## config.mk

```make
export PLATFORM = sky130hd
export DESIGN_NAME = clkrst_regbank
export DESIGN_NICKNAME = d
export VERILOG_FILES = /design/src/rtl/crb_pkg.sv /design/src/rtl/crb_field_reg.sv /design/src/rtl/crb_irq_ctrl.sv /design/src/rtl/crb_core_rst.sv /design/src/rtl/clkrst_regbank.sv
export SDC_FILE = /design/constraint.sdc
export NUM_CORES = 1
export LEC_CHECK = 0
export ABC_AREA = 1
export BUFFER_PORTS_ARGS = -buffer_cell sky130_fd_sc_hd__buf_2
export CAP_MARGIN = 20
export CORE_MARGIN = 1.5
export CORE_UTILIZATION = 58
export DETAILED_ROUTE_END_ITERATION = 6
export PLACE_DENSITY = 0.78
export SKIP_CTS_REPAIR_TIMING = 1
export SLEW_MARGIN = 5
export SYNTH_ARGS = -nofsm -noshare
export SYNTH_HDL_FRONTEND = slang
export SYNTH_SLANG_ARGS = --single-unit
```

## constraint.sdc

```tcl
create_clock -name clk -period 2.25 [get_ports clk]
set_clock_uncertainty 0.1 [all_clocks]
set_input_delay 0.225 -clock clk [delete_from_list [all_inputs] [get_ports clk]]
set_output_delay 0.225 -clock clk [all_outputs]
set_load 0.005 [all_outputs]
```

## src/rtl/crb_pkg.sv

```systemverilog
package crb_pkg;

  localparam int DW     = 32;
  localparam int NGEN   = 8;
  localparam int NCORE  = 4;
  localparam int IRQ_W  = 1;
  localparam int GIW    = $clog2(NGEN);

  localparam logic [7:0] OFF_STAT  = 8'h00;
  localparam logic [7:0] OFF_MASK  = 8'h04;
  localparam logic [7:0] OFF_EN    = 8'h08;
  localparam logic [7:0] OFF_DIS   = 8'h0C;
  localparam logic [7:0] OFF_PSTAT = 8'h1C;
  localparam logic [7:0] OFF_CORE  = 8'h34;

  localparam logic [DW-1:0] PSTAT_VAL = 32'h0000_003F;
  localparam logic [DW-1:0] CORE_RST  = 32'h0000_3D0F;
  localparam logic [DW-1:0] CORE_RSVD = 32'h0000_C2F0;

  typedef enum logic [2:0] {
    SEL_NONE, SEL_STAT, SEL_MASK, SEL_EN, SEL_DIS, SEL_PSTAT, SEL_GEN, SEL_CORE
  } sel_e;

  // plain storage words: 3 PLL controls, 3 low-power routing, top and memory reset
  function automatic logic [7:0] gen_off(input int i);
    case (i)
      0: gen_off = 8'h10;
      1: gen_off = 8'h14;
      2: gen_off = 8'h18;
      3: gen_off = 8'h20;
      4: gen_off = 8'h24;
      5: gen_off = 8'h28;
      6: gen_off = 8'h30;
      default: gen_off = 8'h38;
    endcase
  endfunction

  function automatic logic [DW-1:0] gen_rst(input int i);
    case (i)
      0: gen_rst = 32'h0001_2C09;
      1: gen_rst = 32'h0000_2C09;
      2: gen_rst = 32'h0001_2809;
      3, 4, 5: gen_rst = 32'h0000_0400;
      6: gen_rst = 32'h000F_9FFE;
      default: gen_rst = 32'h0000_000F;
    endcase
  endfunction

  function automatic logic [DW-1:0] gen_rsvd(input int i);
    case (i)
      0, 1, 2: gen_rsvd = 32'hF88C_80F6;
      3, 4, 5: gen_rsvd = 32'h0000_C0FF;
      6: gen_rsvd = 32'h00F0_6001;
      default: gen_rsvd = 32'h0000_00F3;
    endcase
  endfunction

endpackage

```

## src/rtl/crb_field_reg.sv

```systemverilog
module crb_field_reg #(
  parameter int          W    = 32,
  parameter logic [31:0] RST  = '0,
  parameter logic [31:0] RSVD = '0
) (
  input  logic         clk,
  input  logic         rst_n,
  input  logic         we,
  input  logic [W-1:0] wdata,
  output logic [W-1:0] q
);
  localparam logic [W-1:0] KEEP = ~RSVD[W-1:0];

  logic [W-1:0] q_next;

  always_comb begin
    q_next = q;
    if (we) q_next = wdata & KEEP;
  end

  always_ff @(posedge clk or negedge rst_n) begin
    if (!rst_n) q <= RST[W-1:0] & KEEP;
    else if (we) q <= q_next;
  end

  AST_RSVD_HELD: assert property (@(posedge clk) disable iff (!rst_n)
    !we |=> $stable(q));
endmodule

```

## src/rtl/crb_irq_ctrl.sv

```systemverilog
module crb_irq_ctrl #(
  parameter int IW = 1
) (
  input  logic          clk,
  input  logic          rst_n,
  input  logic [IW-1:0] event_i,
  input  logic          st_we,
  input  logic          en_we,
  input  logic          dis_we,
  input  logic [IW-1:0] wdata,
  output logic [IW-1:0] status_o,
  output logic [IW-1:0] mask_o,
  output logic          irq_o
);
  logic [IW-1:0] status_q, status_n;
  logic [IW-1:0] mask_q, mask_n;

  always_comb begin
    status_n = status_q;
    if (st_we) status_n = status_n & ~wdata;
    status_n = status_n | event_i;
    mask_n = mask_q;
    if (en_we)  mask_n = mask_n & ~wdata;
    if (dis_we) mask_n = mask_n | wdata;
  end

  always_ff @(posedge clk or negedge rst_n) begin
    if (!rst_n) begin
      status_q <= '0;
      mask_q   <= '1;
    end else begin
      status_q <= status_n;
      if (en_we || dis_we) mask_q <= mask_n;
    end
  end

  assign irq_o    = |(status_q & ~mask_q);
  assign status_o = status_q;
  assign mask_o   = mask_q;

  AST_MASK_CMD_ONLY: assert property (@(posedge clk) disable iff (!rst_n)
    !(en_we || dis_we) |=> $stable(mask_q));
  AST_STATUS_SET_SRC: assert property (@(posedge clk) disable iff (!rst_n)
    $rose(status_q[0]) |-> $past(event_i[0]));
  AST_IRQ_QUIET: assert property (@(posedge clk) disable iff (!rst_n)
    (status_q == '0) |-> !irq_o);
endmodule

```

## src/rtl/crb_core_rst.sv

```systemverilog
module crb_core_rst #(
  parameter int          NC   = 4,
  parameter logic [31:0] RST  = 32'h3D0F,
  parameter logic [31:0] RSVD = 32'hC2F0
) (
  input  logic          clk,
  input  logic          rst_n,
  input  logic          we,
  input  logic [31:0]   wdata,
  output logic [31:0]   q,
  output logic [NC-1:0] hold,
  output logic [NC-1:0] restart
);
  logic [31:0]   q_next;
  logic [NC-1:0] restart_n;

  always_comb begin
    q_next    = q;
    restart_n = '0;
    if (we) begin
      q_next    = wdata & ~RSVD;
      restart_n = q[NC-1:0] & ~q_next[NC-1:0];
    end
  end

  always_ff @(posedge clk or negedge rst_n) begin
    if (!rst_n) begin
      q       <= RST & ~RSVD;
      restart <= '0;
    end else begin
      if (we) q <= q_next;
      restart <= restart_n;
    end
  end

  assign hold = q[NC-1:0];

  AST_RESTART_NEEDS_WRITE: assert property (@(posedge clk) disable iff (!rst_n)
    (restart != '0) |-> $past(we));
  AST_HOLD_STABLE: assert property (@(posedge clk) disable iff (!rst_n)
    !we |=> $stable(hold));
endmodule

```

## src/rtl/clkrst_regbank.sv

```systemverilog
module clkrst_regbank
  import crb_pkg::*;
#(
  parameter int ADDR_W = 8
) (
  input  logic              clk,
  input  logic              rst_n,
  input  logic              req_valid,
  input  logic              req_write,
  input  logic [ADDR_W-1:0] req_addr,
  input  logic [3:0]        req_be,
  input  logic [DW-1:0]     req_wdata,
  input  logic              irq_event,
  output logic [DW-1:0]     rd_data,
  output logic              bus_err,
  output logic              irq,
  output logic [NCORE-1:0]  core_hold,
  output logic [NCORE-1:0]  core_restart
);
  sel_e           sel;
  logic [GIW-1:0] gen_idx;
  logic           hit, wr_ok, rd_ok;
  logic [NGEN-1:0] gen_we;
  logic [DW-1:0]  gen_q [NGEN];
  logic [DW-1:0]  core_q;
  logic [IRQ_W-1:0] status, mask;
  logic [DW-1:0]  rd_next;
  logic           err_next;

  // address decode
  always_comb begin
    sel     = SEL_NONE;
    gen_idx = '0;
    if (req_be == 4'hF) begin
      if (req_addr == ADDR_W'(OFF_STAT))       sel = SEL_STAT;
      else if (req_addr == ADDR_W'(OFF_MASK))  sel = SEL_MASK;
      else if (req_addr == ADDR_W'(OFF_EN))    sel = SEL_EN;
      else if (req_addr == ADDR_W'(OFF_DIS))   sel = SEL_DIS;
      else if (req_addr == ADDR_W'(OFF_PSTAT)) sel = SEL_PSTAT;
      else if (req_addr == ADDR_W'(OFF_CORE))  sel = SEL_CORE;
      for (int i = 0; i < NGEN; i++) begin
        if (req_addr == ADDR_W'(gen_off(i))) begin
          sel     = SEL_GEN;
          gen_idx = GIW'(i);
        end
      end
    end
  end

  assign hit   = (sel != SEL_NONE);
  assign wr_ok = req_valid && req_write && hit;
  assign rd_ok = req_valid && !req_write;

  generate
    for (genvar g = 0; g < NGEN; g++) begin : g_word
      assign gen_we[g] = wr_ok && (sel == SEL_GEN) && (gen_idx == GIW'(g));
      crb_field_reg #(
        .W    (DW),
        .RST  (gen_rst(g)),
        .RSVD (gen_rsvd(g))
      ) u_word (
        .clk   (clk),
        .rst_n (rst_n),
        .we    (gen_we[g]),
        .wdata (req_wdata),
        .q     (gen_q[g])
      );
    end
  endgenerate

  crb_irq_ctrl #(.IW(IRQ_W)) u_irq (
    .clk      (clk),
    .rst_n    (rst_n),
    .event_i  (irq_event),
    .st_we    (wr_ok && sel == SEL_STAT),
    .en_we    (wr_ok && sel == SEL_EN),
    .dis_we   (wr_ok && sel == SEL_DIS),
    .wdata    (req_wdata[IRQ_W-1:0]),
    .status_o (status),
    .mask_o   (mask),
    .irq_o    (irq)
  );

  crb_core_rst #(.NC(NCORE), .RST(CORE_RST), .RSVD(CORE_RSVD)) u_core (
    .clk     (clk),
    .rst_n   (rst_n),
    .we      (wr_ok && sel == SEL_CORE),
    .wdata   (req_wdata),
    .q       (core_q),
    .hold    (core_hold),
    .restart (core_restart)
  );

  // read mux and response registers
  always_comb begin
    rd_next  = rd_data;
    err_next = req_valid && !hit;
    if (rd_ok) begin
      case (sel)
        SEL_STAT:  rd_next = DW'(status);
        SEL_MASK:  rd_next = DW'(mask);
        SEL_PSTAT: rd_next = PSTAT_VAL;
        SEL_GEN:   rd_next = gen_q[gen_idx];
        SEL_CORE:  rd_next = core_q;
        default:   rd_next = '0;
      endcase
    end
  end

  always_ff @(posedge clk or negedge rst_n) begin
    if (!rst_n) begin
      rd_data <= '0;
      bus_err <= 1'b0;
    end else begin
      if (rd_ok) rd_data <= rd_next;
      bus_err <= err_next;
    end
  end

  AST_ERR_CAUSE: assert property (@(posedge clk) disable iff (!rst_n)
    bus_err |-> $past(req_valid && !hit));
  AST_RD_HOLD: assert property (@(posedge clk) disable iff (!rst_n)
    !rd_ok |=> $stable(rd_data));
endmodule

```

=== Yosys cells after proc, flatten, opt, wreduce, memory -nomap -nowiden ===
Cells that the tools add are included.

* Output and inout bits: 42
* Register bits: 232
* Logic and storage cells: 115
* Bits of input ports: 49

* Mux-type cells: 39
* Bitwise operators: 10
* Equal/unequal tests: 28
* Magnitude comparators: 1
* Reductions and logical operators: 23

{| class="wikitable"
|+ Operators with widths
! kind !! count
|-
| 32-bit one-hot mux with 5 select lines || 1
|-
| 32-bit binary-select mux with 3-bit select || 1
|-
| 3-bit 2-to-1 mux || 22
|-
| 8-bit equality test || 8
|-
| 32-bit 2-to-1 mux || 2
|-
| 8-bit 2-to-1 mux || 8
|-
| 3-bit equality test (second input constant) || 8
|-
| 1-bit logical AND || 17
|-
| 8-bit by 4-bit equality test with 1-bit output (second input constant) || 2
|-
| 3-bit by 2-bit equality test with 1-bit output (second input constant) || 4
|-
| 8-bit by 3-bit equality test with 1-bit output (second input constant) || 1
|-
| 8-bit by 5-bit equality test with 1-bit output (second input constant) || 1
|-
| 8-bit by 6-bit equality test with 1-bit output (second input constant) || 1
|-
| 8-bit zero test || 1
|-
| 3-bit by 1-bit equality test with 1-bit output (second input constant) || 2
|-
| 4-bit AND || 1
|-
| 4-bit equality test (second input constant) || 1
|-
| 4-bit >= comparator (second input constant) || 1
|-
| 1-bit 2-to-1 mux || 4
|-
| 4-bit 2-to-1 mux || 1
|-
| 3-bit NOT with 4-bit output || 1
|-
| 4-bit NOT || 1
|-
| 1-bit AND || 3
|-
| 3-bit zero test || 1
|-
| other kinds (5) || 8
|}

=== Longest topological paths before layout ===
Gate-level depths: netlist of run 1.

* Word-level depth: 22
* Depth in mapped cells: 17
* Mapped depth without buffers: 16

=== Modules after synthesis ===
Synthesis of run 1 repeated with hierarchy kept, for this count alone.

* Cells, all modules: 2173
* Area total of the unflattened synthesis: 14615.3 um^2

{| class="wikitable"
|+ By module, submodules not included
! module !! area each (um^2) !! sequential area each (um^2) !! times used !! cells each
|-
| clkrst_regbank || 6044.5 || 825.8 || 1 || 1223
|-
| crb_field_reg (g_word[3].u_word ...) || 919.6 || 551.8 || 3 || 104
|-
| crb_field_reg (g_word[1].u_word ...) || 803.3 || 431.7 || 2 || 88
|-
| crb_core_rst || 1194.9 || 737.0 || 1 || 131
|-
| crb_field_reg (g_word[7].u_word) || 1074.8 || 653.1 || 1 || 117
|-
| crb_field_reg (g_word[6].u_word) || 1042.2 || 646.9 || 1 || 114
|-
| crb_field_reg (g_word[0].u_word) || 804.5 || 432.9 || 1 || 88
|-
| crb_irq_ctrl || 88.8 || 51.3 || 1 || 12
|}

=== Worst setup path before layout of run 1 ===
OpenSTA, ideal clock, no wires.

* Path type: input to register
* Start: input port req_addr[0]
* End: register g_word[6].u_word.q[24]
* Library setup time: 0.121 ns
* Stages on the path: 14
* Buffers on the path: 2
* Slack: 0.257 ns
* Arrival time: 1.772 ns
* Required time: 2.029 ns
* Cell sequence: inv_1 nand2_2 nor2_1 and2_1 nor2_1 nand3_2 o21ai_2 nand2_4 nand3_1 nor2_1 buf_4 buf_4 nand2_1 o21ai_1

* Word-level cells in the longest chain between the ends: 20
* Elaborated cells on any way between the ends: 43
* Those cells by class: eq/ne: 15; mux: 23; reduce/logical: 5

{| class="wikitable"
|+ Ends and longest elaborated chain
! element !! RTL line !! source
|-
| from (decl) || clkrst_regbank.sv:10 || <nowiki>input logic [ADDR_W-1:0] req_addr,</nowiki>
|-
| 8-bit by 6-bit equality test with 1-bit output || clkrst_regbank.sv:40 || <nowiki>else if (req_addr == ADDR_W'(OFF_CORE)) sel = SEL_CORE;</nowiki>
|-
| 3-bit 2-to-1 mux || clkrst_regbank.sv:40 ||
|-
| 3-bit 2-to-1 mux || clkrst_regbank.sv:39 || <nowiki>else if (req_addr == ADDR_W'(OFF_PSTAT)) sel = SEL_PSTAT;</nowiki>
|-
| 3-bit 2-to-1 mux || clkrst_regbank.sv:38 || <nowiki>else if (req_addr == ADDR_W'(OFF_DIS)) sel = SEL_DIS;</nowiki>
|-
| 3-bit 2-to-1 mux || clkrst_regbank.sv:37 || <nowiki>else if (req_addr == ADDR_W'(OFF_EN)) sel = SEL_EN;</nowiki>
|-
| 3-bit 2-to-1 mux || clkrst_regbank.sv:36 || <nowiki>else if (req_addr == ADDR_W'(OFF_MASK)) sel = SEL_MASK;</nowiki>
|-
| 3-bit 2-to-1 mux || clkrst_regbank.sv:35 || <nowiki>if (req_addr == ADDR_W'(OFF_STAT)) sel = SEL_STAT;</nowiki>
|-
| 3-bit 2-to-1 mux (8 in a row) || clkrst_regbank.sv:42 || <nowiki>if (req_addr == ADDR_W'(gen_off(i))) begin</nowiki>
|-
| 3-bit 2-to-1 mux || clkrst_regbank.sv:34 || <nowiki>if (req_be == 4'hF) begin</nowiki>
|-
| 3-bit nonzero test || clkrst_regbank.sv:50 || <nowiki>assign hit = (sel != SEL_NONE);</nowiki>
|-
| 1-bit logical AND || clkrst_regbank.sv:51 || <nowiki>assign wr_ok = req_valid && req_write && hit;</nowiki>
|-
| 1-bit logical AND || clkrst_regbank.sv:56 || <nowiki>assign gen_we[g] = wr_ok && (sel == SEL_GEN) && (gen_idx == GIW'(g));</nowiki>
|-
| 1-bit logical AND * || clkrst_regbank.sv:56 ||
|-
| to (signal assigned) || crb_field_reg.sv:22 || <nowiki>if (!rst_n) q <= RST[W-1:0] & KEEP;</nowiki>
|-
| to (signal assigned) || crb_field_reg.sv:23 || <nowiki>else if (we) q <= q_next;</nowiki>
|-
| to (decl) || crb_field_reg.sv:10 || <nowiki>output logic [W-1:0] q</nowiki>
|}

Every way passes the cells marked *; elsewhere a longest branch is shown, timed or not.
A chain may end at the register's enable or synchronous reset.

=== Worst setup path after layout of run 1 ===
* Start: input port req_addr[2]
* End: register rd_data[25]

* Word-level cells in the longest chain between the ends: 18
* Elaborated cells on any way between the ends: 47
* Those cells by class: eq/ne: 18; mux: 27; bitwise: 1; reduce/logical: 1

{| class="wikitable"
|+ Ends and longest elaborated chain
! element !! RTL line !! source
|-
| 8-bit by 6-bit equality test with 1-bit output || clkrst_regbank.sv:40 ||
|-
| 3-bit 2-to-1 mux || clkrst_regbank.sv:40 ||
|-
| 3-bit 2-to-1 mux || clkrst_regbank.sv:39 ||
|-
| 3-bit 2-to-1 mux || clkrst_regbank.sv:38 ||
|-
| 3-bit 2-to-1 mux || clkrst_regbank.sv:37 ||
|-
| 3-bit 2-to-1 mux || clkrst_regbank.sv:36 ||
|-
| 3-bit 2-to-1 mux || clkrst_regbank.sv:35 ||
|-
| 3-bit 2-to-1 mux (8 in a row) || clkrst_regbank.sv:42 ||
|-
| 3-bit 2-to-1 mux || clkrst_regbank.sv:34 ||
|-
| 3-bit equality test, or another cell as far along || clkrst_regbank.sv:99 || <nowiki>case (sel)</nowiki>
|-
| 32-bit one-hot mux with 5 select lines * || clkrst_regbank.sv:99 ||
|-
| to (signal assigned) || clkrst_regbank.sv:115 || <nowiki>if (rd_ok) rd_data <= rd_next;</nowiki>
|-
| to (decl) || clkrst_regbank.sv:14 || <nowiki>output logic [DW-1:0] rd_data,</nowiki>
|}

Every way passes the cells marked *; elsewhere a longest branch is shown, timed or not. The select of a mux whose other input is x is not followed.

==> out/metrics.cfg, run 1 <==
[status]
outcome=finished clean

[drt]
via_per_inst=5.53
route.met3.wl_um=2570
met2_length_um=15200
drc=0
drt_first_iter_violations=908
wl_per_cell_um=16.9
wl_met1_um=13200
dr.pass1.iters=5
vias=10517
wirelength_um=32100
top_layer=met4
ant_nets=0

[cells_and_area]
utilization_pct=73.5
drive_above_1_share_pct=19.7
fillers=1434
fin_area_um2=13900
nets=1673
multi_input_area_um2=4530
antenna_cells=0
seqCellArea_um2=5870
area_delta_synth_final_pct=23.2

[cts]
tritoncts=yes
clk_latency_ns=0.52
ctsLongestPathBuffers=3
cts_sinks=232
cts_buffers=24
clock-root-buffer=clkbuf_16
htree_levels=1
path_clk_slew_ns=0.06

[synthesis]
ys.flop_type=dfrtp_1
synthTopCellsByArea=dfrtp_1 (41%), nand2_1 (17%), dfstp_2 (11%), o21ai_0 (5.5%), inv_1 (4.5%)
yosys_warnings=0
yosysTopAreaCell=dfrtp_1
synth_top_area_share_pct=40.8
synthCells=1446
yosysSeqAreaShare_pct=52.0
synth_edf_count=0
synth_seq_cells=232
syn_area_um2=11300
syn_area_per_cell_um2=7.80
ys_async_sr_fraction_pct=100
yosysUniqueCellTypes=33
syn-num-nets=1495

[worst_setup_path]
critPathSlowestCell=nor3_2
r2r_start=g_word[7].u_word.q[20]
path_common_cell=nand2_1
critPathMaxFanout=9
crit_path_end_kind=flip-flop
critPathMaxStageDelay_ns=0.34
worstPathArrival_ns=2.27
required_ns=2.61
cp-startpoint=req_addr[2]
cp_num_buf_inv=4
cp_cell_sequence=buf_2 -> inv_1 -> nand2_1 -> nor2_2 -> nand2_1 -> nand2_1 -> nor2_2 -> nor2_1 -> inv_1 -> nor3_2 -> buf_4 -> nand2_1 -> nand3_1 -> nand2_1 -> nand2_1
path_class=in -> reg
cp-start-kind=primary input
cp_top_family=simple AND/OR/NAND/NOR gates

[timing]
rsz0062_at_grt=no
max_slew.worst_pin.slew_ns=0.634
drv_slew=0
finalCriticalPeriod_ns=1.92
setup_viol=0
post-route-period-util_pct=85.1
finalHoldViolCount=0
fmax_ghz=0.522
maxSlewHeadroom_pct=57.6
fin_setup_tns_ns=0
whs_ns=0.00687

[worst_hold_path]
hp-class=in -> reg
holdCritStartpoint=req_write

[pwr]
leakage_uw=0.00716
powerDensity_nw_per_um2=621
ir_drop_mv=0.716
finalPower_uw=8620

[floorplanning]
die_h_um=142
dieArea_um2=20300
die_w_um=142
boundaryPins=91
start_util_pct=59.7
core_um2=18900
row_count=50

[place]
gp_congestion=0.922
port_buffers=90
hpwlAfterDp_um=20600
dpl_cell_area_um2=12700

[global_route]
track_usage_pct=32.0
grt_max_degree=63
grt-ovfl-total=0
antenna_found_initial=0
grt_pass1_vias=10049
grt_pass1_wl_um=51000

[job]
maxCapViolations=0

layer usage:
layer,global-route usage [%],up-vias
li1,-,4931
met1,43.0,4998
met2,53.1,489
met3,4.61,99
met4,11.8,0
met5,0,-
synthesized netlist by cell type (all sizes together) (9+ instances only):
cell / number
clkbuf: 32
dfrtp: 184
o21ai: 200
inv: 139
nand2: 529
dfstp: 48
nand4: 44
nand3: 69
nand3b: 29
nor2: 111
nor3: 9
buf: 44
worst min-delay path, cell delays in order:
cell and delay [ns]:
buf_2 0.09, nor2_1 0.12, nand2_1 0.10, nand2_1 0.05
final cells by class:
type                       instances  share of cell area [%]
tap                              260                    2.34
clock inverter                     8                   0.928
sequential                       232                    42.2
timing repair buffer             228                    13.1
clock buffer                      36                    5.01
multi-input combinational        999                    32.6
inverter                         139                    3.76
worst paths after layout:
kind,end,slack [ns],depth (start not counted)
max,rd_data[25],0.33,15
min,rd_data[2],0.007,4
max reg2reg,rd_data[20],0.96,8
min reg2reg,g_word[6].u_word.q[15],0.36,2
max in group asynchronous,g_word[4].u_word.q[19],1.11,3
min in group asynchronous,g_word[5].u_word.q[8],0.13,2
metrics by stage:
stage          std cells  setup WS (ns)
6_report            1902          0.335
5_1_grt             1902          0.115
4_1_cts             1867          0.390
3_5_place_dp        1823         -0.121
3_3_place_gp        1823        -0.0485
2_1_floorplan       1446          0.257
layout by cell type (no fill, tap or decap), types with 5 or more instances in the layout:
cell	netlist	routed
buf_12	0	19
buf_2	31	89
buf_4	11	84
clkbuf_1	30	7
clkbuf_16	0	24
clkbuf_8	0	5
dfrtp_1	184	184
dfstp_2	48	48
dlygate4sd3_1	0	35
inv_1	135	135
nand2_1	518	517
nand2_2	8	9
nand3_1	66	66
nand3b_1	29	29
nand4_1	37	37
nand4_2	7	7
nor2_1	100	98
nor2_2	9	11
nor3_1	5	5
o21ai_0	124	124
o21ai_1	75	75
report_power, final:
group / internal (uW) / switching [uW]
clock: 2480 / 1630
sequential: 4180 / 0.314
combinational: 110 / 226
total: 6770 / 1850
kinds of logic after synthesis:
group / Yosys count / synth area share (%)
AO/OA/AOI/OAI: 206 / 9.30
AND/OR/NAND/NOR: 793 / 30.8
buffers and inverters: 215 / 7.89
flip-flops: 232 / 52.0
registers in the layout, indices dropped and copies added (netlist names), named ones only:
| register | cells |
|---|---|
| u_core.q | 25 |
| bus_err | 1 |
| g_word.u_word.q | 168 |
| u_core.restart | 4 |
| u_irq.status_o | 1 |
| rd_data | 32 |
No activity file was read; power rests on OpenSTA's default activity.
==> inputs of run 2 (changes only) <==
Settings changed: CORE_UTILIZATION 58 to 55, PLACE_DENSITY 0.78 to 0.74.
==> run 2 against run 1 <==
  * First-iteration DRC count shrank 2.1%
  * Power shrank 0.39%
  * Flip-flop and latch count is the same
  * Non-clock buffer count is the same
  * Die area grew 5.3%
  * Critical path depth grew 1
  * Critical path type unchanged
  * Final area grew 0.42%
  * Fmax shrank 3.8%
  * Combinational power is essentially flat
  * Clock power is essentially flat
  * Wire length grew 0.50%
  * The flow now finishes with violations (negative hold slack)
==> out/metrics.cfg, run 2 (synthesis gave the netlist of run 1 again) <==
[worst_hold_path]
hp-class=in -> reg
hold_path_depth=4  ; unchanged
min_to=rd_data[2]
holdCritStartpoint=req_write

[pwr]
powerDensity_nw_per_um2=616  ; -0.81%
leakage_uw=0.00717  ; about the same
ir_drop_mv=0.552  ; -23%
finalPower_uw=8590  ; -0.39%

[floorplanning]
start_util_pct=55.9  ; -3.8 points
die_w_um=146  ; +2.6%
boundaryPins=91  ; unchanged
dieArea_um2=21400  ; +5.3%
die_h_um=146  ; +2.6%
core_um2=20200  ; +6.8%
row_count=52  ; +4.0%

[cts]
ctsLongestPathBuffers=3  ; unchanged
path_clk_slew_ns=0.06  ; about the same
clk_latency_ns=0.52  ; about the same
cts_buffers=25  ; +4.2%
cts_sinks=232  ; unchanged
tritoncts=yes
htree_levels=1  ; unchanged
clock-root-buffer=clkbuf_16

[cells_and_area]
antenna_cells=0  ; unchanged
drive_above_1_share_pct=19.7  ; about the same
fin_area_um2=13900  ; +0.42%
layout_commonest_cell=nand2_1
largest_register_ff_count=168  ; unchanged
final_cell_mix=nand2_1 (517), dfrtp_1 (184), inv_1 (135), o21ai_0 (124), nor2_1 (98)
nets=1674  ; +0.060%
regMostFlops=g_word.u_word.q
area_delta_synth_final_pct=23.7
reg.largest.list=g_word.u_word.q (168), rd_data (32), u_core.q (25)
fillers=1573  ; +9.7%

[timing]
rsz0062_at_grt=no
finalCriticalPeriod_ns=1.99  ; +0.0762 ns
post-route-period-util_pct=88.5  ; +3.4 points
whs_ns=-0.00258  ; -0.00945 ns
fin_ws_ns=0.259  ; -0.0762 ns
drv_slew=0  ; unchanged
max_slew.worst_pin.slew_ns=0.553  ; -0.0807 ns
finalHoldViolCount=1  ; +1
setup_viol=0  ; unchanged
maxSlewHeadroom_pct=63.0  ; +5.4 points
fmax_ghz=0.502  ; -3.8%

[drt]
via_per_inst=5.44  ; -1.6%
drt_first_iter_violations=889  ; -2.1%
wirelength_um=32300  ; +0.50%
ant_nets=0  ; unchanged
wl_per_cell_um=16.9  ; about the same
drc=0  ; unchanged
dr.pass1.iters=5  ; unchanged
vias=10396  ; -1.2%

[job]
maxCapViolations=0  ; unchanged

[place]
gp_congestion=0.878  ; -4.7%
place_ws_ns=-0.195  ; -0.0736 ns
port_buffers=90  ; unchanged
dpl_cell_area_um2=12800  ; +0.59%
hpwlAfterDp_um=20800  ; +1.2%

[global_route]
grt_max_degree=58  ; -7.9%
grt-ovfl-total=0  ; unchanged
grt_pass1_vias=9952  ; -0.97%
track_usage_pct=30.4  ; -1.6 points
antenna_found_initial=0  ; unchanged
grt_pass1_wl_um=51900  ; +1.7%

[worst_setup_path]
worstPathArrival_ns=2.35  ; +0.08 ns
cp-start-kind=primary input
rrSetupSlack_ns=0.97  ; about the same
r2r_start=g_word[6].u_word.q[12]
timing.rr.end=rd_data[12]
critPathMaxFanout=8  ; -1
required_ns=2.60  ; about the same
reg2reg_depth=8  ; unchanged
path_class=in -> reg
crit_path_end_kind=flip-flop

[status]
violations=negative hold slack
outcome=complete, but fails checks

[run 2: cell types whose count changed in the layout (fill, tap and decap cells not counted), sizes merged]
cell    before  now
bufinv       3    2
[run 2: critical path, cell delays in order]
cell,delay [ns]
buf_2,0.10
inv_1,0.06
nand2_2,0.08
nor2_1,0.21
nand2_1,0.16
nand2_1,0.11
nor2_2,0.05
buf_4,0.13
nand3_2,0.09
inv_1,0.09
nor3_2,0.41
buf_4,0.28
nand2_1,0.07
nand3_1,0.13
nand2_1,0.09
nand2_1,0.07
[run 2: per-layer routing]
metal,global-route usage [%],up-vias,wire (um)
met2,48.6,472,14900
met4,10.5,0,1040
met1,42.1,4905,13600
met5,0,-,0
li1,-,4936,-
met3,5.16,83,2750
[run 2: cell type report]
type / instances / area [um2] / share of cell area, %
timing repair buffer: 228 / 1880 / 13.5
clock buffer: 36 / 717 / 5.14
inverter: 139 / 522 / 3.74
sequential: 232 / 5870 / 42.1
clock inverter: 7 / 91.3 / 0.655
multi-input combinational: 999 / 4530 / 32.5
tap: 270 / 338 / 2.42
[run 2: how the worst max path moves through the flow]
stage / start / endpoint / slack, ns / depth (start not counted)
after floorplan: req_addr[0] / g_word[6].u_word.q[24] / 0.26 / 14
after global placement: req_addr[0] / rd_data[17] / -0.13 / 16
after detailed placement: req_addr[0] / rd_data[17] / -0.19 / 16
after CTS: req_addr[0] / rd_data[17] / 0.31 / 16
after global routing: req_addr[0] / rd_data[17] / 0.04 / 16
final: req_addr[0] / rd_data[17] / 0.26 / 16
[run 2: metrics by stage]
stage | util (%) | cells | setup TNS [ns]
5_1_grt | 69.2 | 1911 | 0
6_report | 69.2 | 1911 | 0
3_3_place_gp | 63.4 | 1833 | -0.929
2_1_floorplan | - | 1446 | 0
3_5_place_dp | 63.4 | 1833 | -8.86
4_1_cts | 67.4 | 1876 | 0
[run 2: power by group]
group          total [uW]  switching [uW]  internal, uW
clock network        4080            1650          2430
logic                 333             225           108
registers            4180           0.272          4180
==> inputs of run 3 (changes only) <==
Settings changed: PLACE_DENSITY 0.74 to 0.73.
==> run 3 against run 2 <==
  * The flow still finishes with violations (negative hold slack)
  * Cell count is 0.10% higher
  * Flip-flop and latch count stayed put
  * Clock power is 4% lower
  * Worst hold slack worse by 0.0031 ns
  * Critical path depth is 1 lower
  * Via count is 0.65% lower
  * Sequential power hardly changed
  * Count of clock-buffer cells in the layout is 4 higher
  * Register-to-register slack worse by 0.05 ns
==> out/metrics.cfg, run 3 (synthesis gave the netlist of run 1 again) <==
[place]
port_buffers=90  ; unchanged
place_ws_ns=-0.184  ; +0.0104 ns
hpwlAfterDp_um=20700  ; -0.54%
gp_congestion=0.857  ; -2.4%

[drt]
ant_nets=0  ; unchanged
top_layer=met4
met2_length_um=14800  ; -0.68%
route.met3.wl_um=2330  ; -15%
wl_met1_um=13600  ; -0.27%
drt_first_iter_violations=1098  ; +24%
dr.pass1.iters=6  ; +1
wl_per_cell_um=16.5  ; -2.2%
drc=0  ; unchanged
vias=10328  ; -0.65%
via_per_inst=5.40  ; -0.76%
wirelength_um=31600  ; -2.1%

[worst_setup_path]
cp.depth=15  ; -1
cp_num_buf_inv=5  ; unchanged
required_ns=2.57  ; -0.03 ns
worstPathArrival_ns=2.23  ; -0.12 ns
path_class=in -> reg
reg2reg_depth=8  ; unchanged
cp_top_family=simple AND/OR/NAND/NOR gates
cp-start-kind=primary input
cp_cell_sequence=buf_2 -> inv_1 -> nand2_1 -> nor2_2 -> nand2_1 -> nand2_1 -> nor2_2 -> buf_4 -> nand3_2 -> nand2_4 -> nor2_8 -> buf_12 -> nand4_2 -> buf_12 -> o21ai_0
critPathSlowestCell=buf_12
crit_path_end_kind=flip-flop
critPathMaxStageDelay_ns=0.25  ; -0.16 ns
path_common_cell=nand2_1
critPathMaxFanout=34  ; +26

[job]
maxCapViolations=0  ; unchanged

[timing]
finalHoldViolCount=2  ; +1
post-route-period-util_pct=84.9  ; -3.6 points
whs_ns=-0.00572  ; -0.00315 ns
fmax_ghz=0.523  ; +4.2%
drv_slew=0  ; unchanged
rsz0062_at_grt=no
fin_ws_ns=0.339  ; +0.0806 ns
finalCriticalPeriod_ns=1.91  ; -0.0806 ns
setup_viol=0  ; unchanged
max_slew.worst_pin.slew_ns=0.590  ; +0.0365 ns
maxSlewHeadroom_pct=60.5  ; -2.4 points

[cts]
cts_sinks=232  ; unchanged
ctsLongestPathBuffers=3  ; unchanged
clk_latency_ns=0.53  ; about the same
clock-root-buffer=clkbuf_16
cts_buffers=25  ; unchanged
tritoncts=yes
htree_levels=1  ; unchanged
path_clk_slew_ns=0.06  ; about the same

[worst_hold_path]
hp-class=in -> reg
hold_path_depth=4  ; unchanged

[floorplanning]
dieArea_um2=21400  ; unchanged
start_util_pct=55.9  ; unchanged
row_count=52  ; unchanged
core_um2=20200  ; unchanged
die_w_um=146  ; unchanged
die_h_um=146  ; unchanged
boundaryPins=91  ; unchanged

[pwr]
pwr-share-comb_pct=3.9  ; about the same
leakage_uw=0.00717  ; about the same
p_clk_share_pct=46.4  ; -1.1 points
intPower_uw=6540  ; -2.6%
ir_drop_mv=0.504  ; -8.8%
switching_share_pct=22.3  ; +0.42 points
power_frac_seq_pct=49.7  ; +1.1 points
powerDensity_nw_per_um2=603  ; -2.0%
switchingPower_uw=1870  ; -0.18%

[status]
outcome=complete, but fails checks
violations=negative hold slack

[global_route]
grt-ovfl-total=0  ; unchanged
antenna_found_initial=0  ; unchanged
grt_max_degree=96  ; +66%
grt_pass1_vias=9843  ; -1.1%
grt_pass1_wl_um=51200  ; -1.2%
track_usage_pct=30.0  ; -0.34 points

[cells_and_area]
regMostFlops=g_word.u_word.q
antenna_cells=0  ; unchanged
drive_above_1_share_pct=19.6  ; -0.085 points
reg.largest.list=g_word.u_word.q (168), rd_data (32), u_core.q (25)
largest_register_ff_count=168  ; unchanged
nets=1673  ; -0.060%
final_cell_mix=nand2_1 (517), dfrtp_1 (184), inv_1 (135), o21ai_0 (124), nor2_1 (98)
fillers=1613  ; +2.5%
layout_commonest_cell=nand2_1
area_delta_synth_final_pct=23.7  ; about the same

-- run 3: cell count changes in the layout (fill, tap and decap cells not counted), moves of 2 or more --
cell and change:
bufinv_16 -2, clkbuf_1 +3, buf_4 -4, buf_12 +3, clkinv_2 +2
-- run 3: cell type report --
type | instances | area [um2] | area share [%]
Timing Repair Buffer | 227 | 1910 | 13.7
Clock buffer | 40 | 742 | 5.32
Inverter | 139 | 522 | 3.74
Clock inverter | 6 | 33.8 | 0.242
Multi-Input combinational cell | 999 | 4530 | 32.5
Sequential cell | 232 | 5870 | 42.1
Tap cell | 270 | 338 | 2.42
-- run 3: final timing paths --
| path | from | slack [ns] | end |
|---|---|---|---|
| min | req_write | -0.006 | rd_data[2] |
| max in group asynchronous | rst_n | 1.38 | g_word[1].u_word.q[13] |
| min in group asynchronous | rst_n | 0.18 | rd_data[7] |
| max | req_addr[5] | 0.34 | g_word[4].u_word.q[24] |
| max reg2reg | g_word[6].u_word.q[12] | 0.92 | rd_data[12] |
| min reg2reg | g_word[6].u_word.q[19] | 0.36 | g_word[6].u_word.q[19] |
-- run 3: layer usage --
| layer | vias to the layer above | global-route usage [%] |
|---|---|---|
| li1 | 4944 | - |
| met1 | 4902 | 41.8 |
| met2 | 412 | 48.1 |
| met3 | 70 | 4.84 |
| met4 | 0 | 10.4 |
| met5 | - | 0 |
-- run 3: power by group through the flow --
stage | logic (uW) | registers (uW) | clock network, uW
after floorplan | 77.5 | 4250 | 0
after global placement | 284 | 4250 | 0
after detailed placement | 284 | 4250 | 0
after CTS | 286 | 4180 | 3970
after global routing | 369 | 4180 | 4120
final | 332 | 4180 | 3900
-- run 3: worst min-delay path: stages --
cell	delay, ns
buf_2	0.09
nor2_1	0.12
nand2_1	0.10
nand2_1	0.04
-- run 3: through the flow --
stage / setup TNS [ns] / utilization (%) / cell area, um2 / power [uW] / cells
after floorplan: 0 / - / 11300 / 4330 / 1446
after global placement: -2.35 / 63.6 / 12800 / 4530 / 1832
after detailed placement: -12.83 / 63.6 / 12800 / 4540 / 1832
after CTS: 0 / 67.4 / 13600 / 8430 / 1878
after global routing: 0 / 69.1 / 13900 / 8670 / 1913
final: 0 / 69.1 / 13900 / 8410 / 1913
